## src/rtl/rs485_tx_pkg.sv

```systemverilog
package rs485_tx_pkg;
  typedef enum logic [2:0] {
    ST_IDLE,
    ST_LEAD,
    ST_START,
    ST_DATA,
    ST_NINTH,
    ST_STOP,
    ST_HOLD
  } tx_state_e;
endpackage

```

## src/rtl/rs485_ninth_bit.sv

```systemverilog
module rs485_ninth_bit #(
  parameter int DATA_W = 8
) (
  input  logic [DATA_W-1:0] char_data,
  input  logic              par_en,
  input  logic              par_even,
  input  logic              par_stick,
  output logic              ninth_used,
  output logic              ninth_val
);
  always_comb begin
    ninth_used = par_en;
    if (par_stick) begin
      ninth_val = ~par_even;
    end else if (par_even) begin
      ninth_val = ^char_data;
    end else begin
      ninth_val = ~(^char_data);
    end
  end
endmodule

```

## src/rtl/rs485_tx_seq.sv

```systemverilog
module rs485_tx_seq
  import rs485_tx_pkg::*;
#(
  parameter int DATA_W = 8,
  parameter int DLY_W  = 8
) (
  input  logic              clk,
  input  logic              rst,
  input  logic              baud_tick,
  input  logic              fifo_nempty,
  input  logic [DATA_W-1:0] fifo_data,
  input  logic              auto_dir_en,
  input  logic [DLY_W-1:0]  turn_delay,
  input  logic              ninth_used,
  input  logic              ninth_val,
  output logic [DATA_W-1:0] char_data,
  output logic              txd,
  output logic              fifo_pop,
  output logic              busy_nxt
);
  localparam int BIT_W = (DATA_W > 1) ? $clog2(DATA_W) : 1;
  localparam logic [BIT_W-1:0] LAST_IDX = BIT_W'(DATA_W - 1);
  localparam logic [DLY_W-1:0] ONE_CNT  = DLY_W'(1);

  tx_state_e         state_q, state_d;
  logic [BIT_W-1:0]  idx_q, idx_d;
  logic [DLY_W-1:0]  cnt_q, cnt_d;
  logic [DATA_W-1:0] data_q;
  logic              txd_q, txd_d;
  logic              pop_q;
  logic              load;

  always_comb begin
    state_d = state_q;
    idx_d   = idx_q;
    cnt_d   = cnt_q;
    txd_d   = txd_q;
    load    = 1'b0;
    if (baud_tick) begin
      case (state_q)
        ST_IDLE: begin
          if (fifo_nempty) state_d = ST_LEAD;
        end
        ST_LEAD: begin
          load    = 1'b1;
          state_d = ST_START;
          txd_d   = 1'b0;
        end
        ST_START: begin
          state_d = ST_DATA;
          idx_d   = '0;
          txd_d   = data_q[0];
        end
        ST_DATA: begin
          if (idx_q == LAST_IDX) begin
            if (ninth_used) begin
              state_d = ST_NINTH;
              txd_d   = ninth_val;
            end else begin
              state_d = ST_STOP;
              txd_d   = 1'b1;
            end
          end else begin
            idx_d = idx_q + 1'b1;
            txd_d = data_q[idx_q + 1'b1];
          end
        end
        ST_NINTH: begin
          state_d = ST_STOP;
          txd_d   = 1'b1;
        end
        ST_STOP: begin
          if (fifo_nempty) begin
            load    = 1'b1;
            state_d = ST_START;
            txd_d   = 1'b0;
          end else if (auto_dir_en && (turn_delay != '0)) begin
            state_d = ST_HOLD;
            cnt_d   = turn_delay;
          end else begin
            state_d = ST_IDLE;
          end
        end
        ST_HOLD: begin
          if (fifo_nempty) begin
            load    = 1'b1;
            state_d = ST_START;
            txd_d   = 1'b0;
          end else if (cnt_q == ONE_CNT) begin
            state_d = ST_IDLE;
          end else begin
            cnt_d = cnt_q - 1'b1;
          end
        end
        default: state_d = ST_IDLE;
      endcase
    end
  end

  always_ff @(posedge clk) begin
    if (rst) begin
      state_q <= ST_IDLE;
      idx_q   <= '0;
      cnt_q   <= '0;
      data_q  <= '0;
      txd_q   <= 1'b1;
      pop_q   <= 1'b0;
    end else begin
      state_q <= state_d;
      idx_q   <= idx_d;
      cnt_q   <= cnt_d;
      txd_q   <= txd_d;
      pop_q   <= load;
      if (load) data_q <= fifo_data;
    end
  end

  assign busy_nxt  = (state_d != ST_IDLE);
  assign char_data = data_q;
  assign txd       = txd_q;
  assign fifo_pop  = pop_q;


  pop_single_chk: assert property (@(posedge clk) disable iff (rst)
    pop_q |=> !pop_q);


  pop_start_chk: assert property (@(posedge clk) disable iff (rst)
    pop_q |-> !txd_q);


  idle_high_chk: assert property (@(posedge clk) disable iff (rst)
    (state_q == ST_IDLE) |-> txd_q);


  hold_count_chk: assert property (@(posedge clk) disable iff (rst)
    (state_q == ST_HOLD) |-> (cnt_q != '0));
endmodule

```

## src/rtl/rs485_dir_ctrl.sv

```systemverilog
module rs485_dir_ctrl (
  input  logic clk,
  input  logic rst,
  input  logic auto_dir_en,
  input  logic de_invert,
  input  logic busy_nxt,
  output logic de_out
);
  logic de_q;

  always_ff @(posedge clk) begin
    if (rst) begin
      de_q <= 1'b0;
    end else if (auto_dir_en) begin
      de_q <= busy_nxt ^ de_invert;
    end else begin
      de_q <= de_invert;
    end
  end

  assign de_out = de_q;
endmodule

```

## src/rtl/rs485_tx.sv

```systemverilog
module rs485_tx #(
  parameter int DATA_W = 8,
  parameter int DLY_W  = 8
) (
  input  logic              clk,
  input  logic              rst,
  input  logic              fifo_nempty,
  input  logic [DATA_W-1:0] fifo_data,
  input  logic              baud_tick,
  input  logic              par_en,
  input  logic              par_even,
  input  logic              par_stick,
  input  logic              auto_dir_en,
  input  logic              de_invert,
  input  logic [DLY_W-1:0]  turn_delay,
  output logic              txd,
  output logic              fifo_pop,
  output logic              de_out
);
  logic [DATA_W-1:0] char_data;
  logic              ninth_used;
  logic              ninth_val;
  logic              busy_nxt;

  rs485_ninth_bit #(.DATA_W(DATA_W)) ninth_i (
    .char_data (char_data),
    .par_en    (par_en),
    .par_even  (par_even),
    .par_stick (par_stick),
    .ninth_used(ninth_used),
    .ninth_val (ninth_val)
  );

  rs485_tx_seq #(.DATA_W(DATA_W), .DLY_W(DLY_W)) seq_i (
    .clk        (clk),
    .rst        (rst),
    .baud_tick  (baud_tick),
    .fifo_nempty(fifo_nempty),
    .fifo_data  (fifo_data),
    .auto_dir_en(auto_dir_en),
    .turn_delay (turn_delay),
    .ninth_used (ninth_used),
    .ninth_val  (ninth_val),
    .char_data  (char_data),
    .txd        (txd),
    .fifo_pop   (fifo_pop),
    .busy_nxt   (busy_nxt)
  );

  rs485_dir_ctrl dir_i (
    .clk        (clk),
    .rst        (rst),
    .auto_dir_en(auto_dir_en),
    .de_invert  (de_invert),
    .busy_nxt   (busy_nxt),
    .de_out     (de_out)
  );


  de_during_low_chk: assert property (@(posedge clk) disable iff (rst)
    (auto_dir_en && !txd) |-> (de_out == !de_invert));


  de_lead_chk: assert property (@(posedge clk) disable iff (rst)
    ($fell(txd) && auto_dir_en && $past(auto_dir_en)) |-> ($past(de_out) == !de_invert));
endmodule

```

## config.mk

```make
export PLATFORM = sky130hd
export DESIGN_NAME = rs485_tx
export DESIGN_NICKNAME = d
export VERILOG_FILES = /design/src/rtl/rs485_tx_pkg.sv /design/src/rtl/rs485_ninth_bit.sv /design/src/rtl/rs485_tx_seq.sv /design/src/rtl/rs485_dir_ctrl.sv /design/src/rtl/rs485_tx.sv
export SDC_FILE = /design/constraint.sdc
export NUM_CORES = 1
export LEC_CHECK = 0
export ABC_AREA = 1
export BUFFER_PORTS_ARGS = -buffer_cell sky130_fd_sc_hd__buf_2
export CORE_ASPECT_RATIO = 0.6
export CORE_UTILIZATION = 35
export CTS_CLUSTER_DIAMETER = 30
export DETAILED_ROUTE_END_ITERATION = 10
export GPL_ROUTABILITY_DRIVEN = 0
export GPL_TIMING_DRIVEN = 0
export PLACE_DENSITY = 0.51
export SYNTH_ARGS = -nofsm -noshare
export SYNTH_HDL_FRONTEND = slang
export SYNTH_HIERARCHICAL = 1
export SYNTH_SLANG_ARGS = --single-unit
```

## constraint.sdc

```tcl
create_clock -name clk -period 2.3 [get_ports clk]
set_input_delay 0.115 -clock clk [delete_from_list [all_inputs] [get_ports clk]]
set_output_delay 0.115 -clock clk [all_outputs]
set_load 0.05 [all_outputs]
```

==> results <==
- The flow ran to the end, and the final reports show no timing, DRC or antenna violations.
- Internal power comes to 627 uW.
- In the finished design, the share of the clock period the worst path needs comes to 0.856.
- In the detailed route, the total length drawn on met2 is 1.40 mm.
- The post-cts hold buffer count is 0.
- The number of antenna violations at the first check in global routing is 0.
- The mean area per synthesized cell is 5.73 sq um.
- The maximum single-stage delay on the critical path is 0.46 ns.
- From synthesis to final layout, the design area changed by 14.8%.
- In this run the tightest slew margin relative to its limit is 0.679.
- The flip-flop and latch count after synthesis is 25.
- The die outline height is 56.2 um.
- The worst register-to-register path begins at seq_i/idx_q[0].
- Counting cells, the worst reg-to-reg path comes to 13.
- For this block, the via count after detailed routing is 1835.
- The initial utilization of the core area, before any placement, comes to 0.370.
- The final critical path time including I/O delays and setup is 1.97 ns.
- Yosys printed 6 warnings.
- When the netlist entered floorplanning its net count stood at 328.
- The endpoint with the worst hold slack is dir_i/de_out.
- The count of distinct cell types in the synthesized netlist is 26.
- The slowest cell on the critical path is sky130_fd_sc_hd__dfxtp_1.
- The first global-routing pass estimated 7.47 mm of wire.
- Of the total synthesized cell area, the portion taken by full adders, half adders and majority gates is 0.0292.
- The number of max-slew violations in the final report was 0.
- The count of port buffers added during placement is 25.
- In this run the power density over the cells is 454 mW/mm^2.
- Measured against the total synthesized area, the mux share comes to 0.
- In the global route stage, overall resource usage came out at 0.183.
- Summed over all cells, the static leakage comes to 0.00100 uW.
- The area fraction in and, or, nand and nor cells after synthesis is 0.435.
- By instance count, the cell type seen most on the critical path is sky130_fd_sc_hd__nand2_1.
- After detailed routing, the number of remaining DRC violations is 0.
- In this run the number of H-tree levels came out at 1.
- In this run the cell area of the synthesized design comes to 0.00171 sq mm.
- After floorplanning, the core was sized to cover 0.00464 sq mm.
- The final setup skew is 0.00500 ns.
- TritonCTS built the clock tree.
- Based on the critical path, the design can be clocked at up to 508 MHz.
- The min-delay analysis places its worst path in the category in2reg.
- The share of synthesized area occupied by flip-flops and latches is 0.292.
- The post-CTS repair timing setup buffer count is 0.
- The share of total power dissipated in sequential elements is 0.516.
- Routed signal wires occupy layers up through met4.
- The worst setup path is launched from a flop.
- The data required time at the worst endpoint is 2.47 ns.
- The fraction of the mapped netlist area in compound gates came to 0.140.
- The die covers 0.00519 sq mm.
- The count of pins on the block boundary is 28.
- The share of cells above drive strength 1 is 0.125.
- The post-route worst hold slack is 0.0790 ns.
- At the pin with the least slew margin, the transition time is 0.481 ns.
- The number of global-route vias before repair is 1520.
- The net switching power figure is 265 uW.
- The wire length the detailed router placed on met1 is 2.71 mm.
- Together, buffers and inverters on the worst path number 0.
- The tool flagged a number of max-cap violations equal to 0.
- The number of setup violations in the final report is 0.
- Setup slack on the worst reg-to-reg path comes out at 0.33 ns.
- For this run, the post-layout net count is 358.
- Entering global routing, the biggest net connects 16 pins.
- The share of total power dissipated in the clock network is 0.305.
- 0 antenna diodes ended up in the layout.
- The critical path data arrival time is 2.14 ns.
- The switching part of the total is 0.297.
- Setup repair after global routing left no endpoint under its margin.
- The fraction of power consumed by combinational cells is 0.179.
- The routed via count divided by cell count is 4.69.
- The quantity of gates resized following cts is 0.
- The number of nets with antenna violations after detailed routing is 0.
- The worst hold path begins at rst.
- The first detailed-routing pass ran for 5 iterations.
- Of the total synthesized cell area, the portion taken by XOR and XNOR cells is 0.
- After filler insertion, the fill cell instance count of the layout stands at 527.
- Dividing the detail-routed wire length by the instance count gives 11.5 um.
- Power comes to 893 uW.
- By area, the combinational part of the netlist is dominated by simple AND/OR/NAND/NOR gates.
- The total clock sinks is 25.
- The cell at the root of the clock tree is sky130_fd_sc_hd__clkbuf_8.
- The capturing point of the worst reg2reg path is dir_i/de_out.
- Synthesis produced 299 cells.
- The initial DRC count is 140.
- Walking the worst path, the cells encountered are ha_1, ha_1, nand3_1, nand3_1, nand2_1, nor2_1, nand2_1, nand2_1, nand2_1, nor2_1, nand2_1, a21oi_1, nor2_1.
- The maximum clock path buffer count is 2.
- Summed over all nets, wire length on met3 after detailed routing comes to 370 um.
- The largest voltage drop on the vdd net is 0.000213 V.
- Buffers inserted during clock tree synthesis total 3.
- The post-detailed-routing wire length is 4.49 mm.
- The worst hold path cell count is 4.
- The clock-pin transition on the worst setup and hold timing paths is 0.09 ns.
- The placed wire-length estimate is 3.54 mm.
- The type of the worst setup path is reg2reg.
- The largest fanout on the critical path is 6.
- The worst setup path is captured at a flop.
- The floorplan has 19 rows.
- The hold violation total from the final report is 0.
- The die is 92.3 um wide.
- The total overflow left after global routing is 0.
- The cell family contributing the most delay on the critical path is simple AND/OR/NAND/NOR gates.
- The post-route setup TNS is 0 ns.
- For the worst-skew pair, the clock arrives at the later sink with an insertion delay of 0.27 ns.
==> per-layer routing <==
layer,vias up,GRT usage
met5,-,0
met4,0,0.0134
met3,2,0.0437
met2,69,0.210
met1,762,0.326
li1,1002,-
==> per-stage QoR <==
stage | utilization | instances | instance area (sq um) | setup slack (ns)
floorplan | - | 299 | 1710 | 0.711
global placement | 0.413 | 387 | 1920 | 0.375
detailed placement | 0.413 | 387 | 1920 | 0.401
CTS | 0.424 | 391 | 1970 | 0.384
global route | 0.424 | 391 | 1970 | 0.128
finish | 0.424 | 391 | 1970 | 0.330
==> worst max path at each step <==
stage / startpoint / to / depth (start not counted)
6_report: seq_i/idx_q[0] / dir_i/de_out / 13
5_1_grt: seq_i/idx_q[0] / dir_i/de_out / 14
4_1_cts: seq_i/idx_q[0] / dir_i/de_out / 13
3_5_place_dp: seq_i/idx_q[0] / dir_i/de_out / 13
3_3_place_gp: seq_i/idx_q[0] / dir_i/de_out / 13
2_1_floorplan: seq_i/idx_q[0] / dir_i/de_out / 13
==> synth_stat cells <==
cell type / number / share of area
sky130_fd_sc_hd__nor3_1: 1 / 0.0029
sky130_fd_sc_hd__o21bai_1: 1 / 0.0044
sky130_fd_sc_hd__and2_1: 1 / 0.0037
sky130_fd_sc_hd__o211ai_1: 1 / 0.0044
sky130_fd_sc_hd__clkbuf_1: 1 / 0.0022
sky130_fd_sc_hd__a211oi_1: 1 / 0.0044
sky130_fd_sc_hd__inv_1: 35 / 0.077
sky130_fd_sc_hd__o21ai_1: 3 / 0.0088
sky130_fd_sc_hd__nor2_4: 1 / 0.0066
sky130_fd_sc_hd__inv_2: 1 / 0.0022
sky130_fd_sc_hd__nand3b_1: 1 / 0.0044
sky130_fd_sc_hd__o21ai_0: 22 / 0.064
sky130_fd_sc_hd__buf_2: 4 / 0.012
sky130_fd_sc_hd__a21oi_2: 1 / 0.0051
sky130_fd_sc_hd__buf_6: 1 / 0.0066
sky130_fd_sc_hd__nand3_2: 1 / 0.0058
sky130_fd_sc_hd__a31oi_1: 2 / 0.0073
sky130_fd_sc_hd__ha_1: 4 / 0.029
sky130_fd_sc_hd__buf_4: 1 / 0.0044
sky130_fd_sc_hd__a21oi_1: 14 / 0.041
sky130_fd_sc_hd__nand3_1: 19 / 0.056
sky130_fd_sc_hd__nand2_2: 2 / 0.0073
sky130_fd_sc_hd__dfxtp_1: 25 / 0.29
sky130_fd_sc_hd__nand2_1: 93 / 0.20
sky130_fd_sc_hd__nor2_1: 58 / 0.13
sky130_fd_sc_hd__nand4_1: 5 / 0.018
==> cell type report <==
class                      instances  area, sq um  share of cell area
sequential                        25          500               0.255
buffer                             7         42.5              0.0216
timing repair buffer              25          125              0.0637
multi-input combinational        231         1030               0.526
clock inverter                     1         7.51             0.00382
inverter                          36          135              0.0687
tap                               63         78.8              0.0401
clock buffer                       3         41.3              0.0210
==> flip-flops by register name, indices dropped and copies added, names as in the netlist <==
name             cells
seq_i/fifo_pop       1
seq_i/txd            1
seq_i/state_q        3
dir_i/de_out         1
seq_i/idx_q          3
seq_i/char_data      8
seq_i/cnt_q          8
==> worst reg2reg max path, stage by stage (launching register included) <==
cell and delay [ns]:
sky130_fd_sc_hd__dfxtp_1 0.46, sky130_fd_sc_hd__ha_1 0.19, sky130_fd_sc_hd__ha_1 0.20, sky130_fd_sc_hd__nand3_1 0.11, sky130_fd_sc_hd__nand3_1 0.09, sky130_fd_sc_hd__nand2_1 0.05
sky130_fd_sc_hd__nor2_1 0.09, sky130_fd_sc_hd__nand2_1 0.07, sky130_fd_sc_hd__nand2_1 0.09, sky130_fd_sc_hd__nand2_1 0.06, sky130_fd_sc_hd__nor2_1 0.17, sky130_fd_sc_hd__nand2_1 0.11
sky130_fd_sc_hd__a21oi_1 0.14, sky130_fd_sc_hd__nor2_1 0.06
==> power groups by stage <==
stage,Clock (uW),Sequential (uW),Combinational (uW)
finish,273,461,159
global route,306,463,181
CTS,286,461,159
detailed placement,0,471,159
global placement,0,470,159
floorplan,0,478,96.0
==> cells by family (layout without fill, tap and decap cells) <==
family,after synthesis,count (layout)
AO/OA/AOI/OAI,45,45
adder cells (fa/ha/maj),4,4
buffers and inverters,43,72
flip-flops,25,25
AND/OR/NAND/NOR,182,182
==> layout by cell type, fill, tap and decap left out <==
cell,synthesis,layout
sky130_fd_sc_hd__nand2_1,93,93
sky130_fd_sc_hd__nor2_1,58,58
sky130_fd_sc_hd__inv_1,35,35
sky130_fd_sc_hd__buf_2,4,29
sky130_fd_sc_hd__dfxtp_1,25,25
sky130_fd_sc_hd__o21ai_0,22,22
sky130_fd_sc_hd__nand3_1,19,19
sky130_fd_sc_hd__a21oi_1,14,14
sky130_fd_sc_hd__nand4_1,5,5
sky130_fd_sc_hd__ha_1,4,4
sky130_fd_sc_hd__clkbuf_8,0,3
sky130_fd_sc_hd__o21ai_1,3,3
sky130_fd_sc_hd__nand2_2,2,2
sky130_fd_sc_hd__a31oi_1,2,2
sky130_fd_sc_hd__clkinvlp_4,0,1
sky130_fd_sc_hd__buf_4,1,1
sky130_fd_sc_hd__o211ai_1,1,1
sky130_fd_sc_hd__nor2_4,1,1
sky130_fd_sc_hd__inv_2,1,1
sky130_fd_sc_hd__clkbuf_1,1,1
sky130_fd_sc_hd__nand3_2,1,1
sky130_fd_sc_hd__a21oi_2,1,1
sky130_fd_sc_hd__buf_6,1,1
sky130_fd_sc_hd__o21bai_1,1,1
sky130_fd_sc_hd__nor3_1,1,1
sky130_fd_sc_hd__a211oi_1,1,1
sky130_fd_sc_hd__and2_1,1,1
sky130_fd_sc_hd__nand3b_1,1,1
(Power assumes the default switching activity.)
